`src/rtl/rau_pkg.sv`:
```
package rau_pkg;

    localparam int DATA_W         = 32;
    localparam int ADDR_W         = 4;
    localparam int N_SIG          = 5;
    localparam logic [DATA_W-1:0] TST0_LP_MASK = 32'h0000_FFFF;

    // word map
    localparam int A_CTRL   = 0;
    localparam int A_STAT   = 1;
    localparam int A_TST0   = 2;
    localparam int A_TST1   = 3;
    localparam int A_TST2   = 4;
    localparam int A_SIG0   = 5;
    localparam int N_MAPPED = A_SIG0 + N_SIG;

    typedef logic [DATA_W-1:0] word_t;
    typedef logic [ADDR_W-1:0] addr_t;
    typedef logic [N_MAPPED-1:0][DATA_W-1:0] bank_t;

    typedef enum logic {
        PH_IDLE,
        PH_SECOND
    } phase_e;

    typedef struct packed {
        logic  we;
        addr_t addr;
        word_t wdata;
        logic  lp;
    } cmd_t;

    function automatic logic is_mapped(addr_t a);
        return int'(a) < N_MAPPED;
    endfunction

    function automatic logic is_writable(addr_t a);
        return is_mapped(a) && (int'(a) != A_STAT);
    endfunction

    // bits hidden from reads while low power is active
    function automatic word_t lp_block_mask(addr_t a);
        word_t m;
        m = '0;
        if (int'(a) == A_TST0)
            m = TST0_LP_MASK;
        else if (int'(a) == A_TST1 || int'(a) == A_TST2)
            m = '1;
        else if (int'(a) >= A_SIG0 && int'(a) < N_MAPPED)
            m = '1;
        return m;
    endfunction

endpackage

```
`src/rtl/rau_seq.sv`:
```
module rau_seq
    import rau_pkg::*;
(
    input  logic  clk,
    input  logic  rst,
    input  logic  cs,
    input  logic  we,
    input  addr_t addr,
    input  word_t wdata,
    input  logic  lp_mode,
    output logic  commit,
    output cmd_t  cmd
);

    phase_e phase_q;

    always_ff @(posedge clk) begin
        if (rst) begin
            phase_q <= PH_IDLE;
        end else begin
            unique case (phase_q)
                PH_IDLE:   if (cs) phase_q <= PH_SECOND;
                PH_SECOND: phase_q <= PH_IDLE;
                default:   phase_q <= PH_IDLE;
            endcase
        end
    end

    // inputs are not held here: the commit edge sees them live
    assign commit = (phase_q == PH_SECOND) && cs;
    assign cmd    = '{we: we, addr: addr, wdata: wdata, lp: lp_mode};

endmodule

```
`src/rtl/rau_bank.sv`:
```
module rau_bank
    import rau_pkg::*;
(
    input  logic  clk,
    input  logic  rst,
    input  logic  wr_en,
    input  addr_t wr_addr,
    input  word_t wr_data,
    output bank_t regs_o
);

    logic [N_MAPPED-1:0] hit;
    bank_t               regs_q;

    for (genvar i = 0; i < N_MAPPED; i++) begin : g_hit
        if (i == A_STAT) begin : g_ro
            assign hit[i] = 1'b0;
        end else begin : g_rw
            assign hit[i] = wr_en && (int'(wr_addr) == i);
        end
    end

    always_ff @(posedge clk) begin
        if (rst) begin
            regs_q <= '0;
        end else begin
            for (int i = 0; i < N_MAPPED; i++) begin
                if (hit[i]) regs_q[i] <= wr_data;
            end
        end
    end

    assign regs_o = regs_q;

endmodule

```
`src/rtl/rau_rdmux.sv`:
```
module rau_rdmux
    import rau_pkg::*;
(
    input  bank_t regs,
    input  addr_t addr,
    input  logic  lp,
    input  logic  op_active,
    output word_t data
);

    word_t raw;

    always_comb begin
        raw = '0;
        for (int i = 0; i < N_MAPPED; i++) begin
            if (int'(addr) == i) begin
                if (i == A_STAT) raw = word_t'(op_active);
                else             raw = regs[i];
            end
        end
    end

    assign data = lp ? (raw & ~lp_block_mask(addr)) : raw;

endmodule

```
`src/rtl/rau_top.sv`:
```
module rau_top
    import rau_pkg::*;
(
    input  logic        clk,
    input  logic        rst,
    input  logic        cs,
    input  logic        we,
    input  logic [3:0]  addr,
    input  logic [31:0] wdata,
    input  logic        lp_mode,
    input  logic        op_active,
    output logic [31:0] rdata,
    output logic        ready
);

    logic  commit;
    cmd_t  cmd;
    bank_t regs;
    word_t rd_word;
    logic  wr_en;

    rau_seq u_seq (
        .clk     (clk),
        .rst     (rst),
        .cs      (cs),
        .we      (we),
        .addr    (addr),
        .wdata   (wdata),
        .lp_mode (lp_mode),
        .commit  (commit),
        .cmd     (cmd)
    );

    // all writes locked in low power; unmapped and read-only slots dropped
    assign wr_en = commit && cmd.we && !cmd.lp && is_writable(cmd.addr);

    rau_bank u_bank (
        .clk     (clk),
        .rst     (rst),
        .wr_en   (wr_en),
        .wr_addr (cmd.addr),
        .wr_data (cmd.wdata),
        .regs_o  (regs)
    );

    rau_rdmux u_rdmux (
        .regs      (regs),
        .addr      (cmd.addr),
        .lp        (cmd.lp),
        .op_active (op_active),
        .data      (rd_word)
    );

    always_ff @(posedge clk) begin
        if (rst) begin
            ready <= 1'b0;
            rdata <= '0;
        end else begin
            ready <= commit;
            rdata <= (commit && !cmd.we) ? rd_word : '0;
        end
    end

endmodule

```
`config.mk`:
```
export PLATFORM = sky130hd
export DESIGN_NAME = rau_top
export DESIGN_NICKNAME = d
export VERILOG_FILES = /design/src/rtl/rau_pkg.sv /design/src/rtl/rau_seq.sv /design/src/rtl/rau_bank.sv /design/src/rtl/rau_rdmux.sv /design/src/rtl/rau_top.sv
export SDC_FILE = /design/constraint.sdc
export NUM_CORES = 1
export LEC_CHECK = 0
export BUFFER_PORTS_ARGS = -buffer_cell sky130_fd_sc_hd__buf_2
export CORE_MARGIN = 5
export CORE_UTILIZATION = 61
export DETAILED_ROUTE_END_ITERATION = 6
export HOLD_SLACK_MARGIN = 0.08
export PLACE_DENSITY_LB_ADDON = 0.08
export SETUP_SLACK_MARGIN = 0.05
export SLEW_MARGIN = 15
export SYNTH_ARGS = -nofsm -noshare
export SYNTH_HDL_FRONTEND = slang
export SYNTH_SLANG_ARGS = --single-unit
```
`constraint.sdc`:
```
create_clock -name clk -period 1.8 [get_ports clk]
set_clock_uncertainty 0.05 [all_clocks]
set_input_delay 0.18 -clock clk [delete_from_list [all_inputs] [get_ports clk]]
set_output_delay 0.18 -clock clk [all_outputs]
set_load 0.005 [all_outputs]
```
==> reports/results.ini, run 1 <==
[status]
status = finished clean

[pwr]
p_clk_share_pct = 46.0
p_leak_nw = 5.59
power_frac_seq_pct = 48.5
p_total_mw = 14.7
p_sw_mw = 3.37
power.internal_mw = 11.4
switching_share_pct = 22.9
ir_drop_v = 0.000784
p_per_area_mw_per_mm2 = 922
pwr-share-comb_pct = 5.5

[synth]
ys_seq_area_share_pct = 47.2
synth_top_area_share_pct = 47.2
synth_top_area_cell = dfxtp_1
ys_top_cells_by_area = dfxtp_1 47%, nand2_1 16%, a21oi_1 12%, mux2_2 2.8%, clkbuf_1 2.6%
syn_nets = 1738
syn_inst = 1696
synth_flop_cell = dfxtp_1
synth_edf_count = 0
yosysWarnings = 0
postSynth.asyncResetShare_pct = 0
synth_cell_types = 51
synth_area_per_cell_um2 = 8.06
syn-cell-area_mm2 = 0.0137
synth-seq-cells = 322

[setup_path]
worstSetupPathType = register to register
crit_required_ns = 2.16
endpoint_kind = register
critPathLaunchType = register
worstPathMaxFanout = 9
worstPathArrival_ns = 2.10

[clock_tree]
path_clk_slew_ns = 0.06
cts_tree = done
cts_buffer_depth = 3
clock-sinks = 322
clkLatencyLatePin_ns = 0.52
htree_levels = 2
cts-buffers-inserted = 35
cts-root-buf = clkbuf_16

[cells_and_area]
synthToLayoutAreaGrowth_pct = 17.0
mostFrequentLayoutCell = nand2_1
nNetsFinal = 1806
drive_gt1_share_pct = 17.1
layout_common_cells = 581 x nand2_1, 330 x a21oi_1, 322 x dfxtp_1, 72 x buf_2, 71 x buf_4

[worst_hold_path]
hold_path_class = input pin to register

[floorplan]
rows = 54
die_h_um = 160
ioPinCount = 75
initial_utilization_pct = 62.2
core_area_mm2 = 0.0220
fp.dieArea_mm2 = 0.0255
die_x_um = 160

[sta]
rsz0062_at_grt = true
slew_headroom_pct = 45.3
worst_pin_slew_ns = 0.821
fin_crit_sh_pct = 96.8
fmax_mhz = 574
fin_tns_setup_ns = 0
finalSetupViolCount = 0
drv_slew = 0
post-route-min-period_ns = 1.74
hold_violations = 0

[drt]
postRouteAntennaNets = 0
vias_per_cell = 6.09
routedWlPerCell_um = 20.7
dr.pass1.iters = 6
routed_wl_mm = 42.8
drtIter0Drc = 1277
via_count = 12600
drc_errors = 0

[global_routing]
grt_usage_pct = 32.0
gr-total-overflow = 0
grt_pass1_wl_mm = 65.5
grt_max_degree = 177
antenna_found_initial = 3
grt_pass1_vias = 11700

[placed_design]
place_congestion = 0.840
hpwl_mm = 26.9
io_buffer_count = 74

[flow_run]
drv_cap = 0

## cells by family after synthesis
family,after synthesis,synth area share [%]
AOI/OAI and AO/OA,461,20.9
xor gates and xnor gates,1,0.0641
buffers and inverters,178,6.25
DFF,322,47.2
muxes,66,5.24
and+or+nand+nor,668,20.4
## final cells by class
cell class / instances / area (um2)
Fill cell: 1723 / 5970
Antenna cell: 1 / 2.50
Multi-Input combinational cell: 1196 / 6380
Sequential cell: 322 / 6450
Inverter: 4 / 15.0
Clock buffer: 50 / 982
Tap cell: 280 / 350
Clock inverter: 9 / 83.8
Timing Repair Buffer: 205 / 1730
## registers in the layout, indices dropped and copies added (netlist names)
name	cells
ready	1
u_bank.regs_o	288
u_seq.phase_q	1
rdata	32
## power groups by stage
stage                     clock network (mW)  registers, mW  logic, mW
after detailed placement                   0           7.30      0.727
after global routing                    7.15           7.14      0.851
after floorplan                            0           7.30      0.472
final                                   6.79           7.14      0.810
after CTS                               6.82           7.14      0.791
after global placement                     0           7.30      0.725
## path summary, 6_finish.rpt
kind / to / cells after the start / slack (ns) / from
worst max-delay path: u_bank.regs_o[127]$_SDFFE_PP0P_ / 7 / 0.06 / u_seq.phase_q$_SDFF_PP0_
worst min-delay path: rdata[20]$_SDFF_PP0_ / 5 / 0.24 / lp_mode
worst max register to register: u_bank.regs_o[127]$_SDFFE_PP0P_ / 7 / 0.06 / u_seq.phase_q$_SDFF_PP0_
worst min register to register: u_bank.regs_o[11]$_SDFFE_PP0P_ / 2 / 0.40 / u_bank.regs_o[11]$_SDFFE_PP0P_
## cells in the mapped netlist (7+ instances only)
cell type  count
a211oi_1      13
a211oi_2      16
a21oi_1      330
a22oi_1       15
buf_2         59
buf_4         12
buf_6          9
clkbuf_1      94
dfxtp_1      322
mux2_2        34
mux2i_1       31
nand2_1      581
nand2b_1       7
nand3_1        7
nor2_1        30
nor2b_1        7
o221a_2       22
o221ai_1      22
o2bb2ai_1     22
## per-layer routing
layer | vias to the layer above | routed length [um] | track usage (%)
met5 | - | 13 | 0
met2 | 629 | 19700 | 50.3
met3 | 107 | 4280 | 5.59
li1 | 5858 | - | -
met1 | 5984 | 17600 | 44.5
met4 | 2 | 1240 | 12.0
## metrics by stage
| step | worst slack, ns | util (%) | instances | instance area [um2] | hold WS [ns] |
|---|---|---|---|---|---|
| 2_1_floorplan | 0.210 | - | 1696 | 13700 | 0.297 |
| 3_3_place_gp | -0.0909 | 66.2 | 1969 | 14500 | 0.387 |
| 3_5_place_dp | -0.115 | 66.2 | 1969 | 14500 | 0.395 |
| 4_1_cts | 0.0943 | 72.6 | 2063 | 16000 | 0.219 |
| 5_1_grt | -0.0105 | 72.8 | 2066 | 16000 | 0.274 |
| 6_report | 0.0580 | 72.8 | 2067 | 16000 | 0.243 |
## worst max-delay path, cell delays in order (launching register included)
cell and delay [ns]:
dfxtp_1 0.38, nand4b_2 0.21, buf_4 0.24, nor4_4 0.16, buf_4 0.17, buf_6 0.17
nand2_1 0.09, a21oi_1 0.18
## repair_timing
item                                   CTS  global route
resized for setup                        1             6
pin swaps                                0             1
hold buffers                            35             0
cloned                                   0             1
setup endpoints to repair                1            40
endpoints found under the hold margin  291             0
buffers inserted                         0             2
No activity file was read; power rests on OpenSTA's default activity.
==> run 2: changes to the inputs <==
--- a/config.mk
+++ b/config.mk
@@ -11,6 +11,7 @@
 export DETAILED_ROUTE_END_ITERATION = 6
 export HOLD_SLACK_MARGIN = 0.08
 export PLACE_DENSITY_LB_ADDON = 0.08
+export REMOVE_ABC_BUFFERS = 1
 export SETUP_SLACK_MARGIN = 0.05
 export SLEW_MARGIN = 15
 export SYNTH_ARGS = -nofsm -noshare
==> constraint.sdc (replaced) <==
create_clock -name clk -period 1.72 [get_ports clk]
set_clock_uncertainty 0.05 [all_clocks]
set_input_delay 0.344 -clock clk [delete_from_list [all_inputs] [get_ports clk]]
set_output_delay 0.344 -clock clk [all_outputs]
set_load 0.005 [all_outputs]
==> reports/results.ini, run 2 (synthesized netlist as in run 1, its figures left out) <==
[placed_design]
io_buffer_count = 74  ; unchanged
place_congestion = 0.821  ; was 0.840
hpwl_mm = 25.0  ; was 26.9 mm
dpl_cell_area_mm2 = 0.0149  ; was 0.0145 mm2
dp_cells = 1994  ; was 1,969

[clock_tree]
clkLatencyLatePin_ns = 0.50  ; was 0.52 ns
clock-sinks = 322  ; unchanged
cts_tree = done  ; unchanged
path_clk_slew_ns = 0.06  ; about the same
cts-root-buf = clkbuf_16  ; unchanged
cts-buffers-inserted = 35  ; unchanged
htree_levels = 2  ; unchanged
cts_buffer_depth = 3  ; unchanged

[drt]
routed_wl_mm = 41.2  ; was 42.8 mm
drc_errors = 0  ; unchanged
vias_per_cell = 6.04  ; was 6.09
dr.pass1.iters = 5  ; was 6
postRouteAntennaNets = 0  ; unchanged
drtIter0Drc = 1302  ; was 1,277
routedWlPerCell_um = 20.1  ; was 20.7 um
via_count = 12400  ; was 12,600

[sta]
post-route-min-period_ns = 1.62  ; was 1.74 ns
drv_slew = 0  ; unchanged
rsz0062_at_grt = true  ; unchanged
fin_tns_setup_ns = 0  ; unchanged
fin_crit_sh_pct = 94.5  ; was 96.8%
finalSetupViolCount = 0  ; unchanged
hold_violations = 0  ; unchanged
slew_headroom_pct = 59.5  ; was 45.3%
fmax_mhz = 615  ; was 574 MHz
worst_pin_slew_ns = 0.608  ; was 0.821 ns

[pwr]
p_per_area_mw_per_mm2 = 977  ; was 922 mW/mm2
ir_drop_v = 0.000922  ; was 0.000784 V
p_leak_nw = 5.67  ; was 5.59 nW

[floorplan]
initial_utilization_pct = 62.2  ; unchanged
die_x_um = 160  ; unchanged
core_area_mm2 = 0.0220  ; unchanged
ioPinCount = 75  ; unchanged
die_h_um = 160  ; unchanged
rows = 54  ; unchanged
fp.dieArea_mm2 = 0.0255  ; unchanged

[cells_and_area]
drive_gt1_share_pct = 19.3  ; was 17.1%
final_cells = 2056  ; was 2,067
final-seq-area_mm2 = 0.00645  ; about the same
multi_input_area_mm2 = 0.00640  ; was 0.00638 mm2
layout_common_cells = 581 x nand2_1, 330 x a21oi_1, 321 x dfxtp_1, 82 x buf_4, 72 x buf_2  ; was 581 x nand2_1, 330 x a21oi_1, 322 x dfxtp_1, 72 x buf_2, 71 x buf_4
fin_util_pct = 73.4  ; was 72.8%
mostFrequentLayoutCell = nand2_1  ; unchanged
largest_reg_flops = 288  ; unchanged
synthToLayoutAreaGrowth_pct = 18.0  ; was 17.0%
nFillCells = 1671  ; was 1,723
nNetsFinal = 1797  ; was 1,806
stdcell_area_mm2 = 0.0161  ; was 0.0160 mm2

[worst_hold_path]
hold_path_class = input pin to register  ; unchanged
hp-start = wdata[19]  ; was lp_mode
hold_depth = 3  ; was 5
worstHoldEndpoint = u_bank.regs_o[243]$_SDFFE_PP0P_  ; was rdata[20]$_SDFF_PP0_

[setup_path]
timing.rr.start = u_seq.phase_q$_SDFF_PP0_  ; unchanged
critPathLaunchType = register  ; unchanged
crit_chain = buf_4 -> and4b_1 -> buf_6 -> and3_4 -> clkbuf_16 -> nand2_1 -> a21oi_1  ; was nand4b_2 -> buf_4 -> nor4_4 -> buf_4 -> buf_6 -> nand2_1 -> a21oi_1
critPathSlowestCell = dfxtp_2  ; was dfxtp_1
cp_top_family = simple AND/OR/NAND/NOR gates  ; was buffers and inverters
reg2reg_to = u_bank.regs_o[152]$_SDFFE_PP0P_  ; was u_bank.regs_o[127]$_SDFFE_PP0P_
rr_worst_depth = 7  ; unchanged
cp-startpoint = u_seq.phase_q$_SDFF_PP0_  ; unchanged
worstSetupPathType = register to register  ; unchanged
crit_required_ns = 2.10  ; was 2.16 ns
worstPathArrival_ns = 2.01  ; was 2.10 ns
cp_slowest_stage_delay_ns = 0.34  ; was 0.38 ns
cp.buffers_inverters = 3  ; unchanged
endpoint_kind = register  ; unchanged
worstPathMaxFanout = 11  ; was 9
regToRegSetupSlack_ns = 0.1  ; was 0.06 ns

[global_routing]
grt_pass1_vias = 11900  ; was 11,700
grt_max_degree = 132  ; was 177
grt_pass1_wl_mm = 63.7  ; was 65.5 mm
antenna_found_initial = 2  ; was 3
grt_usage_pct = 30.6  ; was 32.0%
gr-total-overflow = 0  ; unchanged

[flow_run]
drv_cap = 0  ; unchanged

[status]
status = finished clean  ; unchanged

[run 2: cell count changes in the layout (fill, tap and decap cells not counted), sizes merged]
cell,before,now
inv,6,5
dlygate4sd3,35,0
buf,169,192
clkbuf,51,50
clkinv,5,6
bufinv,1,3
[run 2: area by class of cell]
type                       instances  area share (%)
antenna                            1          0.0155
clock buffer                      46            6.18
clock inverter                    11           0.846
inverter                           4          0.0931
multi-input combinational       1196            39.7
sequential                       322            40.0
tap                              280            2.17
timing repair buffer             196            11.0
[run 2: worst max-delay path by stage]
stage | end | depth (start not counted)
6_report | u_bank.regs_o[152]$_SDFFE_PP0P_ | 7
5_1_grt | u_bank.regs_o[185]$_SDFFE_PP0P_ | 6
4_1_cts | u_bank.regs_o[139]$_SDFFE_PP0P_ | 7
3_5_place_dp | rdata[3]$_SDFF_PP0_ | 7
3_3_place_gp | rdata[20]$_SDFF_PP0_ | 6
2_1_floorplan | u_bank.regs_o[288]$_SDFFE_PP0P_ | 4
[run 2: power by group]
part           leakage [nW]  total, mW  internal [mW]  switching (mW)
Clock                 0.563       7.45           4.50            2.95
Combinational          2.52      0.825          0.292           0.533
Sequential             2.59       7.47           7.47         0.00547
[run 2: worst register-to-register path, cell delays in order, from the launching register on]
cell,delay (ns)
dfxtp_2,0.34
buf_4,0.11
and4b_1,0.21
buf_6,0.15
and3_4,0.30
clkbuf_16,0.21
nand2_1,0.07
a21oi_1,0.12
[run 2: stage by stage]
stage	hold slack, ns	power, mW	setup WS [ns]
6_report	0.108	15.8	0.0950
5_1_grt	0.112	16.2	0.0381
4_1_cts	0.0984	15.8	0.0520
3_5_place_dp	0.393	8.44	-0.259
3_3_place_gp	0.388	8.44	-0.220
2_1_floorplan	0.363	7.85	-0.848
[run 2: what timing repair did]
item                                    4_1_cts  5_1_grt
pin swaps                                     1        2
resized for setup                             1       12
endpoints found under the setup margin        3      217
buffers inserted                              0        1
hold buffers                                  0        0
gates cloned                                  0        3
[run 2: layer usage]
metal	GRT usage [%]	vias up	part of all wire (%)
li1	-	5845	-
met1	40.3	5920	41
met2	51.0	534	47
met3	4.85	113	8.2
met4	11.7	0	3.8
met5	0	-	0
==> run 3: changes to the inputs <==
--- a/config.mk
+++ b/config.mk
@@ -7,7 +7,7 @@
 export LEC_CHECK = 0
 export BUFFER_PORTS_ARGS = -buffer_cell sky130_fd_sc_hd__buf_2
 export CORE_MARGIN = 5
-export CORE_UTILIZATION = 61
+export CORE_UTILIZATION = 40
 export DETAILED_ROUTE_END_ITERATION = 6
 export HOLD_SLACK_MARGIN = 0.08
 export PLACE_DENSITY_LB_ADDON = 0.08
==> reports/results.ini, run 3 (synthesized netlist as in run 1, its figures left out) <==
[status]
status = finished clean  ; unchanged

[clock_tree]
clock-sinks = 322  ; unchanged
cts-buffers-inserted = 36  ; was 35
clkLatencyLatePin_ns = 0.51  ; was 0.50 ns
path_clk_slew_ns = 0.06  ; about the same
ctsHoldBuffers = 0  ; unchanged
cts-root-buf = clkbuf_16  ; unchanged
htree_levels = 2  ; unchanged
cts_tree = done  ; unchanged
cts_buffer_depth = 3  ; unchanged

[sta]
drv_slew = 0  ; unchanged
fin_crit_sh_pct = 93.0  ; was 94.5%
worst_pin_slew_ns = 0.542  ; was 0.608 ns
fmax_mhz = 625  ; was 615 MHz
finalSetupViolCount = 0  ; unchanged
rsz0062_at_grt = false  ; was true
fin_tns_setup_ns = 0  ; unchanged
hold_slack_ns = 0.110  ; was 0.108 ns
hold_violations = 0  ; unchanged
slew_headroom_pct = 63.9  ; was 59.5%
post-route-min-period_ns = 1.60  ; was 1.62 ns

[floorplan]
ioPinCount = 75  ; unchanged
core_area_mm2 = 0.0336  ; was 0.0220 mm2
fp.dieArea_mm2 = 0.0380  ; was 0.0255 mm2
initial_utilization_pct = 40.6  ; was 62.2%
die_h_um = 195  ; was 160 um
rows = 67  ; was 54
die_x_um = 195  ; was 160 um

[global_routing]
grt_usage_pct = 22.9  ; was 30.6%
gr-total-overflow = 0  ; unchanged
grt_pass1_vias = 11600  ; was 11,900
antenna_found_initial = 1  ; was 2
grt_max_degree = 103  ; was 132
grt_pass1_wl_mm = 69.3  ; was 63.7 mm

[placed_design]
io_buffer_count = 74  ; unchanged
dpl_cell_area_mm2 = 0.0153  ; was 0.0149 mm2
hpwl_mm = 29.0  ; was 25.0 mm
place_congestion = 0.810  ; was 0.821

[setup_path]
regToRegSetupSlack_ns = 0.12  ; was 0.1 ns
reg2reg_to = u_bank.regs_o[171]$_SDFFE_PP0P_  ; was u_bank.regs_o[152]$_SDFFE_PP0P_
worstPathMaxFanout = 10  ; was 11
timing.rr.start = u_seq.phase_q$_SDFF_PP0_  ; unchanged
endpoint_kind = register  ; unchanged
rr_worst_depth = 7  ; unchanged
worstPathArrival_ns = 1.98  ; was 2.01 ns
critPathLaunchType = register  ; unchanged
worstSetupPathType = register to register  ; unchanged
crit_required_ns = 2.10  ; about the same

[drt]
via_count = 12100  ; was 12,400
vias_per_cell = 5.40  ; was 6.04
drc_errors = 0  ; unchanged
dr.pass1.iters = 7  ; was 5
drtIter0Drc = 881  ; was 1,302
routedWlPerCell_um = 20.5  ; was 20.1 um
postRouteAntennaNets = 0  ; unchanged
routed_wl_mm = 46.0  ; was 41.2 mm

[cells_and_area]
drive_gt1_share_pct = 20.1  ; was 19.3%
stdcell_area_mm2 = 0.0166  ; was 0.0161 mm2
n_antenna_cell = 0  ; was 1
layout_common_cells = 581 x nand2_1, 330 x a21oi_1, 321 x dfxtp_1, 98 x buf_4, 72 x buf_2  ; was 581 x nand2_1, 330 x a21oi_1, 321 x dfxtp_1, 82 x buf_4, 72 x buf_2
largest_reg_flops = 288  ; unchanged
fin_util_pct = 49.3  ; was 73.4%
synthToLayoutAreaGrowth_pct = 21.2  ; was 18.0%
nNetsFinal = 1818  ; was 1,797
mostFrequentLayoutCell = nand2_1  ; unchanged

[flow_run]
drv_cap = 0  ; unchanged

[pwr]
ir_drop_v = 0.000732  ; was 0.000922 V
p_per_area_mw_per_mm2 = 951  ; was 977 mW/mm2
p_total_mw = 15.7  ; was 15.8 mW
p_leak_nw = 5.79  ; was 5.67 nW

[worst_hold_path]
worstHoldEndpoint = u_bank.regs_o[99]$_SDFFE_PP0P_  ; was u_bank.regs_o[243]$_SDFFE_PP0P_
hold_depth = 3  ; unchanged
hold_path_class = input pin to register  ; unchanged
hp-start = wdata[3]  ; was wdata[19]

[run 3: changes by cell type in the layout (fill, tap and decap cells not counted), sizes merged]
cell      change
buf          +20
clkinvlp      -1
diode         -1
bufinv        -2
clkbuf        +8
[run 3: layout make-up]
type	count	area (um2)
tap	448	561
sequential	322	6450
timing repair buffer	216	1990
clock inverter	8	80.1
multi-input combinational	1196	6420
clock buffer	54	1040
inverter	4	15.0
fill	3283	17100
[run 3: how the worst max path moves through the flow]
stage                                   from                              end  slack [ns]  depth (start not counted)
finish              u_seq.phase_q$_SDFF_PP0_  u_bank.regs_o[171]$_SDFFE_PP0P_        0.12                          7
floorplan                            addr[2]  u_bank.regs_o[288]$_SDFFE_PP0P_       -0.85                          4
CTS                 u_seq.phase_q$_SDFF_PP0_  u_bank.regs_o[175]$_SDFFE_PP0P_        0.05                          6
global placement                     addr[1]             rdata[30]$_SDFF_PP0_       -0.35                          8
detailed placement                   addr[1]  u_bank.regs_o[207]$_SDFFE_PP0P_       -0.34                          8
global route        u_seq.phase_q$_SDFF_PP0_  u_bank.regs_o[172]$_SDFFE_PP0P_        0.03                          7
[run 3: metrics by stage]
stage	std cells	worst slack, ns
finish	2248	0.120
global route	2248	0.0337
CTS	2242	0.0530
detailed placement	2180	-0.339
global placement	2180	-0.347
floorplan	1522	-0.848
[run 3: worst max-delay path, cell delays in order, from the launching register on]
cell and delay (ns):
dfxtp_2 0.37, nand4b_4 0.15, buf_4 0.21, nor3_4 0.17
buf_4 0.15, buf_4 0.20, nand2_1 0.07, a21oi_1 0.13
[run 3: per-layer routing]
metal / track usage (%) / up-vias / wire length [um]
li1: - / 5907 / -
met1: 31.4 / 5818 / 20700
met2: 39.0 / 345 / 22300
met3: 2.93 / 57 / 2350
met4: 4.94 / 2 / 708
met5: 0 / - / 13
[run 3: timing repair]
action | 4_1_cts | 5_1_grt
cloned | 0 | 3
buffers inserted | 0 | 3
pin swaps | 0 | 2
setup endpoints to repair | 2 | 90
resized for setup | 1 | 8
[run 3: where the power goes]
part | leakage, nW | internal (mW) | switching [mW]
clock | 0.552 | 4.32 | 3.05
combinational | 2.65 | 0.323 | 0.566
sequential | 2.59 | 7.47 | 0.00660
